## config.mk

```make
export PLATFORM = sky130hd
export DESIGN_NAME = pccard_cycle_ctrl
export DESIGN_NICKNAME = d
export VERILOG_FILES = /design/src/rtl/pccard_pkg.sv /design/src/rtl/pccard_wait_sync.sv /design/src/rtl/pccard_lane_decode.sv /design/src/rtl/pccard_cycle_seq.sv /design/src/rtl/pccard_cycle_ctrl.sv
export SDC_FILE = /design/constraint.sdc
export NUM_CORES = 1
export LEC_CHECK = 0
export BUFFER_PORTS_ARGS = -buffer_cell sky130_fd_sc_hd__buf_2
export CORE_MARGIN = 1
export CORE_UTILIZATION = 40
export CTS_CLUSTER_SIZE = 20
export DETAILED_ROUTE_END_ITERATION = 16
export HOLD_SLACK_MARGIN = 0.08
export PLACE_DENSITY = 0.68
export SYNTH_ARGS = -nofsm -noshare
export SYNTH_HDL_FRONTEND = slang
export SYNTH_HIERARCHICAL = 1
export SYNTH_SLANG_ARGS = --single-unit
```

## constraint.sdc

```tcl
create_clock -name clk -period 8.5 [get_ports clk]
set_input_delay 1.7 -clock clk [delete_from_list [all_inputs] [get_ports clk]]
set_output_delay 1.7 -clock clk [all_outputs]
set_load 0.005 [all_outputs]
```

## src/rtl/pccard_pkg.sv

```systemverilog
`timescale 1ns/1ps
package pccard_pkg;

   typedef enum logic [1:0] {
      PH_IDLE   = 2'd0,
      PH_SETUP  = 2'd1,
      PH_STROBE = 2'd2,
      PH_HOLD   = 2'd3
   } phase_e;

   typedef struct packed {
      logic write;
      logic io;
      logic attr;
      logic wide;
      logic port16;
   } req_kind_t;

endpackage

```

## src/rtl/pccard_wait_sync.sv

```systemverilog
`timescale 1ns/1ps
module pccard_wait_sync #(
   parameter int STAGES = 2
) (
   input  logic clk,
   input  logic rst_n,
   input  logic wait_n_raw,
   output logic wait_on
);

   generate
      if (STAGES < 2) begin : g_bad_stages
         $error("pccard_wait_sync: STAGES must be at least 2");
      end
   endgenerate

   logic [STAGES-1:0] chain;

   generate
      for (genvar s = 0; s < STAGES; s++) begin : g_stage
         if (s == 0) begin : g_first
            always_ff @(posedge clk or negedge rst_n) begin
               if (!rst_n) chain[0] <= 1'b1;
               else        chain[0] <= wait_n_raw;
            end
         end else begin : g_next
            always_ff @(posedge clk or negedge rst_n) begin
               if (!rst_n) chain[s] <= 1'b1;
               else        chain[s] <= chain[s-1];
            end
         end
      end
   endgenerate

   assign wait_on = ~chain[STAGES-1];

endmodule

```

## src/rtl/pccard_lane_decode.sv

```systemverilog
`timescale 1ns/1ps
module pccard_lane_decode (
   input  logic active,
   input  logic a0,
   input  logic wide,
   input  logic port16,
   output logic ce1_n,
   output logic ce2_n
);

   logic even_lane;
   logic odd_lane;

   always_comb begin
      even_lane = 1'b0;
      odd_lane  = 1'b0;
      if (active) begin
         if (!port16) begin
            even_lane = 1'b1;
         end else if (wide) begin
            even_lane = 1'b1;
            odd_lane  = 1'b1;
         end else if (a0) begin
            odd_lane  = 1'b1;
         end else begin
            even_lane = 1'b1;
         end
      end
   end

   assign ce1_n = ~even_lane;
   assign ce2_n = ~odd_lane;

endmodule

```

## src/rtl/pccard_cycle_seq.sv

```systemverilog
`timescale 1ns/1ps
module pccard_cycle_seq
   import pccard_pkg::*;
#(
   parameter int SETUP_CYC = 2,
   parameter int HOLD_CYC  = 1,
   parameter int CNT_W     = 8
) (
   input  logic             clk,
   input  logic             rst_n,
   input  logic             start,
   input  logic [CNT_W-1:0] strobe_min,
   input  logic             wait_on,
   output phase_e           phase,
   output logic             strobe_exit,
   output logic             done
);

   localparam int CNT_SPAN = 1 << CNT_W;

   generate
      if (SETUP_CYC < 1 || SETUP_CYC > CNT_SPAN) begin : g_bad_setup
         $error("pccard_cycle_seq: SETUP_CYC out of range");
      end
      if (HOLD_CYC < 1 || HOLD_CYC > CNT_SPAN) begin : g_bad_hold
         $error("pccard_cycle_seq: HOLD_CYC out of range");
      end
   endgenerate

   localparam logic [CNT_W-1:0] SETUP_LAST = CNT_W'(SETUP_CYC - 1);
   localparam logic [CNT_W-1:0] HOLD_LAST  = CNT_W'(HOLD_CYC - 1);
   localparam logic [CNT_W-1:0] CNT_TOP    = {CNT_W{1'b1}};

   logic [CNT_W-1:0] cnt;
   logic [CNT_W-1:0] min_last;

   assign min_last    = (strobe_min == '0) ? '0 : strobe_min - CNT_W'(1);
   assign strobe_exit = (phase == PH_STROBE) && (cnt >= min_last) && !wait_on;

   always_ff @(posedge clk or negedge rst_n) begin
      if (!rst_n) begin
         phase <= PH_IDLE;
         cnt   <= '0;
         done  <= 1'b0;
      end else begin
         done <= 1'b0;
         unique case (phase)
            PH_IDLE: begin
               if (start) begin
                  phase <= PH_SETUP;
                  cnt   <= '0;
               end
            end
            PH_SETUP: begin
               if (cnt == SETUP_LAST) begin
                  phase <= PH_STROBE;
                  cnt   <= '0;
               end else begin
                  cnt <= cnt + CNT_W'(1);
               end
            end
            PH_STROBE: begin
               if (strobe_exit) begin
                  phase <= PH_HOLD;
                  cnt   <= '0;
               end else if (cnt != CNT_TOP) begin
                  cnt <= cnt + CNT_W'(1);
               end
            end
            PH_HOLD: begin
               if (cnt == HOLD_LAST) begin
                  phase <= PH_IDLE;
                  cnt   <= '0;
                  done  <= 1'b1;
               end else begin
                  cnt <= cnt + CNT_W'(1);
               end
            end
            default: phase <= PH_IDLE;
         endcase
      end
   end


   wait_holds_chk: assert property (@(posedge clk) disable iff (!rst_n)
      (phase == PH_STROBE && wait_on) |=> (phase == PH_STROBE));


   strobe_min_chk: assert property (@(posedge clk) disable iff (!rst_n)
      (phase == PH_STROBE && cnt < min_last) |=> (phase == PH_STROBE));


   done_after_hold_chk: assert property (@(posedge clk) disable iff (!rst_n)
      done |-> ($past(phase) == PH_HOLD && phase == PH_IDLE));

endmodule

```

## src/rtl/pccard_cycle_ctrl.sv

```systemverilog
`timescale 1ns/1ps
module pccard_cycle_ctrl
   import pccard_pkg::*;
#(
   parameter int ADDR_W      = 26,
   parameter int DATA_W      = 16,
   parameter int CNT_W       = 8,
   parameter int SETUP_CYC   = 2,
   parameter int HOLD_CYC    = 1,
   parameter int SYNC_STAGES = 2
) (
   input  logic              clk,
   input  logic              rst_n,
   input  logic              req_valid,
   input  logic [ADDR_W-1:0] req_addr,
   input  logic              req_write,
   input  logic              req_io,
   input  logic              req_attr,
   input  logic              req_wide,
   input  logic              port_wide,
   input  logic [DATA_W-1:0] req_wdata,
   input  logic [CNT_W-1:0]  strobe_min,
   output logic              busy,
   output logic              done,
   output logic              err,
   output logic [DATA_W-1:0] rd_data,
   output logic [ADDR_W-1:0] sock_addr,
   output logic              sock_reg_n,
   output logic              sock_ce1_n,
   output logic              sock_ce2_n,
   output logic              sock_oe_n,
   output logic              sock_we_n,
   output logic              sock_iord_n,
   output logic              sock_iowr_n,
   output logic              sock_dir,
   output logic [DATA_W-1:0] sock_dout,
   output logic              sock_dout_en,
   input  logic [DATA_W-1:0] sock_din,
   input  logic              sock_wait_n
);

   generate
      if (DATA_W != 16) begin : g_bad_data
         $error("pccard_cycle_ctrl: socket data path must be 16 bits");
      end
      if (ADDR_W < 2) begin : g_bad_addr
         $error("pccard_cycle_ctrl: ADDR_W too small");
      end
   endgenerate

   // ---------------- request latch ----------------
   logic              accept;
   logic              misaligned;
   logic              start;
   logic [ADDR_W-1:0] addr_q;
   logic [DATA_W-1:0] wdata_q;
   logic [CNT_W-1:0]  min_q;
   req_kind_t         kind_q;
   logic              err_q;
   logic [DATA_W-1:0] rdata_q;

   phase_e phase;
   logic   strobe_exit;
   logic   wait_on;
   logic   active;
   logic   in_strobe;

   assign active     = (phase != PH_IDLE);
   assign in_strobe  = (phase == PH_STROBE);
   assign accept     = req_valid && !active;
   assign misaligned = req_wide && req_addr[0];
   assign start      = accept && !misaligned;

   always_ff @(posedge clk or negedge rst_n) begin
      if (!rst_n) begin
         addr_q  <= '0;
         wdata_q <= '0;
         min_q   <= '0;
         kind_q  <= '0;
         err_q   <= 1'b0;
      end else begin
         err_q <= accept && misaligned;
         if (start) begin
            addr_q       <= req_addr;
            wdata_q      <= req_wdata;
            min_q        <= strobe_min;
            kind_q.write <= req_write;
            kind_q.io    <= req_io;
            kind_q.attr  <= req_attr;
            kind_q.wide  <= req_wide;
            kind_q.port16 <= port_wide;
         end
      end
   end

   // ---------------- wait synchronizer ----------------
   pccard_wait_sync #(
      .STAGES (SYNC_STAGES)
   ) u_sync (
      .clk        (clk),
      .rst_n      (rst_n),
      .wait_n_raw (sock_wait_n),
      .wait_on    (wait_on)
   );

   // ---------------- phase sequencer ----------------
   pccard_cycle_seq #(
      .SETUP_CYC (SETUP_CYC),
      .HOLD_CYC  (HOLD_CYC),
      .CNT_W     (CNT_W)
   ) u_seq (
      .clk         (clk),
      .rst_n       (rst_n),
      .start       (start),
      .strobe_min  (min_q),
      .wait_on     (wait_on),
      .phase       (phase),
      .strobe_exit (strobe_exit),
      .done        (done)
   );

   // ---------------- byte lane enables ----------------
   pccard_lane_decode u_lanes (
      .active (active),
      .a0     (addr_q[0]),
      .wide   (kind_q.wide),
      .port16 (kind_q.port16),
      .ce1_n  (sock_ce1_n),
      .ce2_n  (sock_ce2_n)
   );

   // ---------------- space select and strobes ----------------
   logic reg_on;
   logic any_ce;

   assign reg_on = active && (kind_q.attr || kind_q.io);
   assign any_ce = !(sock_ce1_n && sock_ce2_n);

   assign sock_reg_n  = ~reg_on;
   assign sock_oe_n   = ~(in_strobe && !kind_q.io && !kind_q.write);
   assign sock_we_n   = ~(in_strobe && !kind_q.io &&  kind_q.write);
   assign sock_iord_n = ~(in_strobe && kind_q.io && !kind_q.write && reg_on && any_ce);
   assign sock_iowr_n = ~(in_strobe && kind_q.io &&  kind_q.write && reg_on && any_ce);

   assign sock_dir     = active ? ~kind_q.write : 1'b1;
   assign sock_dout_en = active && kind_q.write;
   assign sock_addr    = addr_q;

   // ---------------- data line ordering (line 0 = MSB) ----------------
   logic [DATA_W-1:0] din_host;

   generate
      for (genvar k = 0; k < DATA_W; k++) begin : g_lane_bit
         assign sock_dout[k] = wdata_q[DATA_W-1-k];
         assign din_host[DATA_W-1-k] = sock_din[k];
      end
   endgenerate

   always_ff @(posedge clk or negedge rst_n) begin
      if (!rst_n)                            rdata_q <= '0;
      else if (strobe_exit && !kind_q.write) rdata_q <= din_host;
   end

   assign rd_data = rdata_q;
   assign err     = err_q;
   assign busy    = active;

   // ---------------- assertions ----------------

   idle_quiet_chk: assert property (@(posedge clk) disable iff (!rst_n)
      !busy |-> (sock_ce1_n && sock_ce2_n && sock_reg_n && sock_oe_n &&
                 sock_we_n && sock_iord_n && sock_iowr_n && !sock_dout_en));


   io_qualified_chk: assert property (@(posedge clk) disable iff (!rst_n)
      (!sock_iord_n || !sock_iowr_n) |-> (!sock_reg_n && !(sock_ce1_n && sock_ce2_n)));


   one_strobe_chk: assert property (@(posedge clk) disable iff (!rst_n)
      $onehot0({~sock_oe_n, ~sock_we_n, ~sock_iord_n, ~sock_iowr_n}));


   narrow_port_chk: assert property (@(posedge clk) disable iff (!rst_n)
      (busy && !kind_q.port16) |-> sock_ce2_n);


   addr_hold_chk: assert property (@(posedge clk) disable iff (!rst_n)
      (busy && $past(busy)) |-> $stable(sock_addr));


   err_no_cycle_chk: assert property (@(posedge clk) disable iff (!rst_n)
      err |-> (!busy && !done));

endmodule

```

==> metrics.yaml <==
floorplanning:
  io_pins: 145
  die_w_um: 105
  core_area_mm2: 0.0103
  start_util_pct: 41.1
  dieArea_mm2: 0.0110
  die_h_um: 105
  num_rows: 37
yosys:
  synth_ff_type: "dfrtp_1"
  synth-async-reset-ratio_pct: 100
  yosys-top-cells-area: "dfrtp_1 49%, mux2_4 18%, mux2_2 5.3%"
  synth_top_area_share_pct: 48.9
  syn_area_per_cell_um2: 14.0
  synth.most_common_cell: "dfrtp_1"
  synth_area_leader_cell: "dfrtp_1"
  synth_cells: 303
  synth_nets: 395
  ys_types: 50
  ys_warn_count: 6
  synth_commonest_cells: "83 x dfrtp_1, 50 x mux2_4, 20 x mux2_2"
  synthesis.area_mm2: 0.00425
  ys_seq_area_share_pct: 50.2
  synth_edf_count: 0
  ys_seq_elements: 85
setup_path:
  r2r-start: "min_q[0]"
  critPathMaxFanout: 54
  cp-start-kind: "input port"
  cp_cell_sequence: "buf_2 > or3b_1 > nand2b_4 > buf_4 > inv_1 > or2b_2 > and4b_2 > a21oi_1 > o21bai_1 > a22o_2"
  r2r_end: "rd_data[10]"
  required_ns: 8.75
  cp-end-kind: "flop"
  crit_slowest_cell: "buf_4"
  cp.arrival_ns: 4.33
  critical_path_class: "input port to flop"
  cpPeakStageDelay_ns: 0.74
  cp-endpoint: "u_seq/cnt[3]"
  rr_worst_depth: 14
  worstSetupStartpoint: "req_valid"
  r2r_setup_slack_ns: 4.82
route:
  postRouteAntennaNets: 0
  wl_met2_um: 4320
  via_count: 2929
  met3_length_um: 355
  routed_via_density: 4.95
  drc: 0
  drtPass1Iterations: 4
  top_layer: "met4"
  drt_iter0_markers: 108
  totalWireLength_um: 8830
  wl_per_cell_um: 14.9
  m1WireLength_um: 3890
placement:
  port_buffers: 144
  hpwl_um: 6250
  gp_congestion: 0.797
clocking:
  insertion_delay_ns: 0.36
  cts_resized: 0
  postCtsSetupBuffers: 0
  cts-root-buf: "clkbuf_8"
  cts_num_sinks: 85
  cts_tree: "built"
  clkTransAtPathRegs_ns: 0.08
  hold_buffers: 0
  cts_made_buffers: 9
  clock_path_buffers: 2
  htree_levels: 3
finish:
  drive_gt1_share_pct: 53.7
  final_core_util_pct: 50.9
  fillCellCount: 918
  finalNetCount: 543
  syn_to_final_growth_pct: 23.7
  insertedDiodeCount: 0
sta:
  min_period_ns: 4.08
  fin_skew_ns: 0.00904
  hold_viol: 0
  whs_ns: 0.359
  slew_violations: 0
  maxSlewHeadroom_pct: 28.8
  rsz0062_at_grt: "no"
  post-route-period-util_pct: 48.0
  setup_violations: 0
  worstMarginPinSlew_ns: 1.07
  fmax_ghz: 0.245
  setup_tns_ns: 0
grt:
  grt_pass1_wl_um: 14900
  grt_max_degree: 86
  grt_pass1_vias: 3060
  antenna_found_initial: 0
  overflow: 0
  grt_usage_pct: 17.2
power:
  p_clk_share_pct: 39.2
  cellPowerDensity_mw_per_mm2: 159
  swShare_pct: 23.5
  p_int_mw: 0.640
  p_leak_nw: 2.93
  ir_worst_vdd_v: 0.0000936
  power_frac_seq_pct: 51.1
  pwr-share-comb_pct: 9.6
  switching_power_mw: 0.197
hold_path:
  hold_path_class: "flop to flop"
  min_path_cells: 0
run_status:
  status: "finished, final reports clean"
flow_run:
  maxCapViolCount: 0
kinds of logic (layout without fill, tap and decap cells):
family                     after synthesis  in the layout  synth area share [%]
DFF                                     85             85                  50.2
muxes                                   73             73                  23.7
adders and majority gates               17             17                  5.01
AOI/OAI and AO/OA                       36             36                  6.90
and+or+nand+nor                         69             69                  9.49
xor gates and xnor gates                 3              3                 0.619
buffers and inverters                   20            173                  4.13
power groups by stage:
| stage | Combinational, mW | Sequential (mW) | Clock [mW] |
|---|---|---|---|
| floorplan | 0.0373 | 0.435 | 0 |
| global placement | 0.0784 | 0.435 | 0 |
| detailed placement | 0.0816 | 0.435 | 0 |
| CTS | 0.0819 | 0.428 | 0.341 |
| global route | 0.0908 | 0.430 | 0.357 |
| finish | 0.0804 | 0.428 | 0.328 |
routing by layer:
layer	up-vias	global-route usage (%)
met4	0	10.4
met5	-	0
li1	1366	-
met1	1461	21.4
met2	85	27.5
met3	17	3.56
worst max-delay path, delay by kind of cell:
family | cells | cell delay, ns
compound gates | 3 | 0.65
buf+inv | 3 | 0.90
simple gates | 4 | 1.05
worst min-delay path by stage:
stage | from | endpoint
after floorplan | u_sync/chain[0] | u_sync/chain[1]
after detailed placement | u_sync/chain[0] | u_sync/chain[1]
after CTS | u_sync/chain[0] | u_sync/chain[1]
after global routing | u_sync/chain[0] | u_sync/chain[1]
final | u_sync/chain[0] | u_sync/chain[1]
after global placement | u_sync/chain[0] | u_sync/chain[1]
area by class of cell:
cell class                      count  area, µm²  area share [%]
Tap cell                          136        170            3.24
Sequential cell                    85       2130            40.6
Inverter                           11       41.3           0.786
Multi-Input combinational cell    198       1940            37.0
Clock buffer                       10        138            2.62
Timing Repair Buffer              146        738            14.1
Clock inverter                      6       93.8            1.79
registers in the layout, indices dropped and copies added (netlist names):
name          count
min_q             8
rd_data          16
u_seq/cnt         8
kind_q            5
wdata_q          16
u_seq/done        1
err               1
sock_addr        26
u_sync/chain      2
u_seq/phase       2
stage by stage:
| stage | instances | cell area, µm² | worst slack (ns) | power (mW) |
|---|---|---|---|---|
| finish | 592 | 5250 | 4.42 | 0.836 |
| global route | 592 | 5250 | 4.22 | 0.878 |
| CTS | 592 | 5250 | 4.42 | 0.850 |
| detailed placement | 576 | 5020 | 4.03 | 0.517 |
| global placement | 576 | 5020 | 4.13 | 0.513 |
| floorplan | 303 | 4250 | 4.83 | 0.472 |
cells in the final DEF, fill, tap and decap left out, types with 5 or more instances in the layout:
cell | Yosys | routed
buf_2 | 2 | 143
dfrtp_1 | 83 | 83
mux2_4 | 50 | 50
mux2_2 | 20 | 20
ha_1 | 17 | 17
nand2_1 | 14 | 14
inv_1 | 11 | 11
clkbuf_8 | 0 | 10
nor2_1 | 8 | 8
a21o_1 | 8 | 8
nor2b_1 | 6 | 6
a21oi_1 | 6 | 6
and3_1 | 6 | 6
o21ai_0 | 5 | 5
nor3_1 | 5 | 5
(Power assumes the default switching activity.)
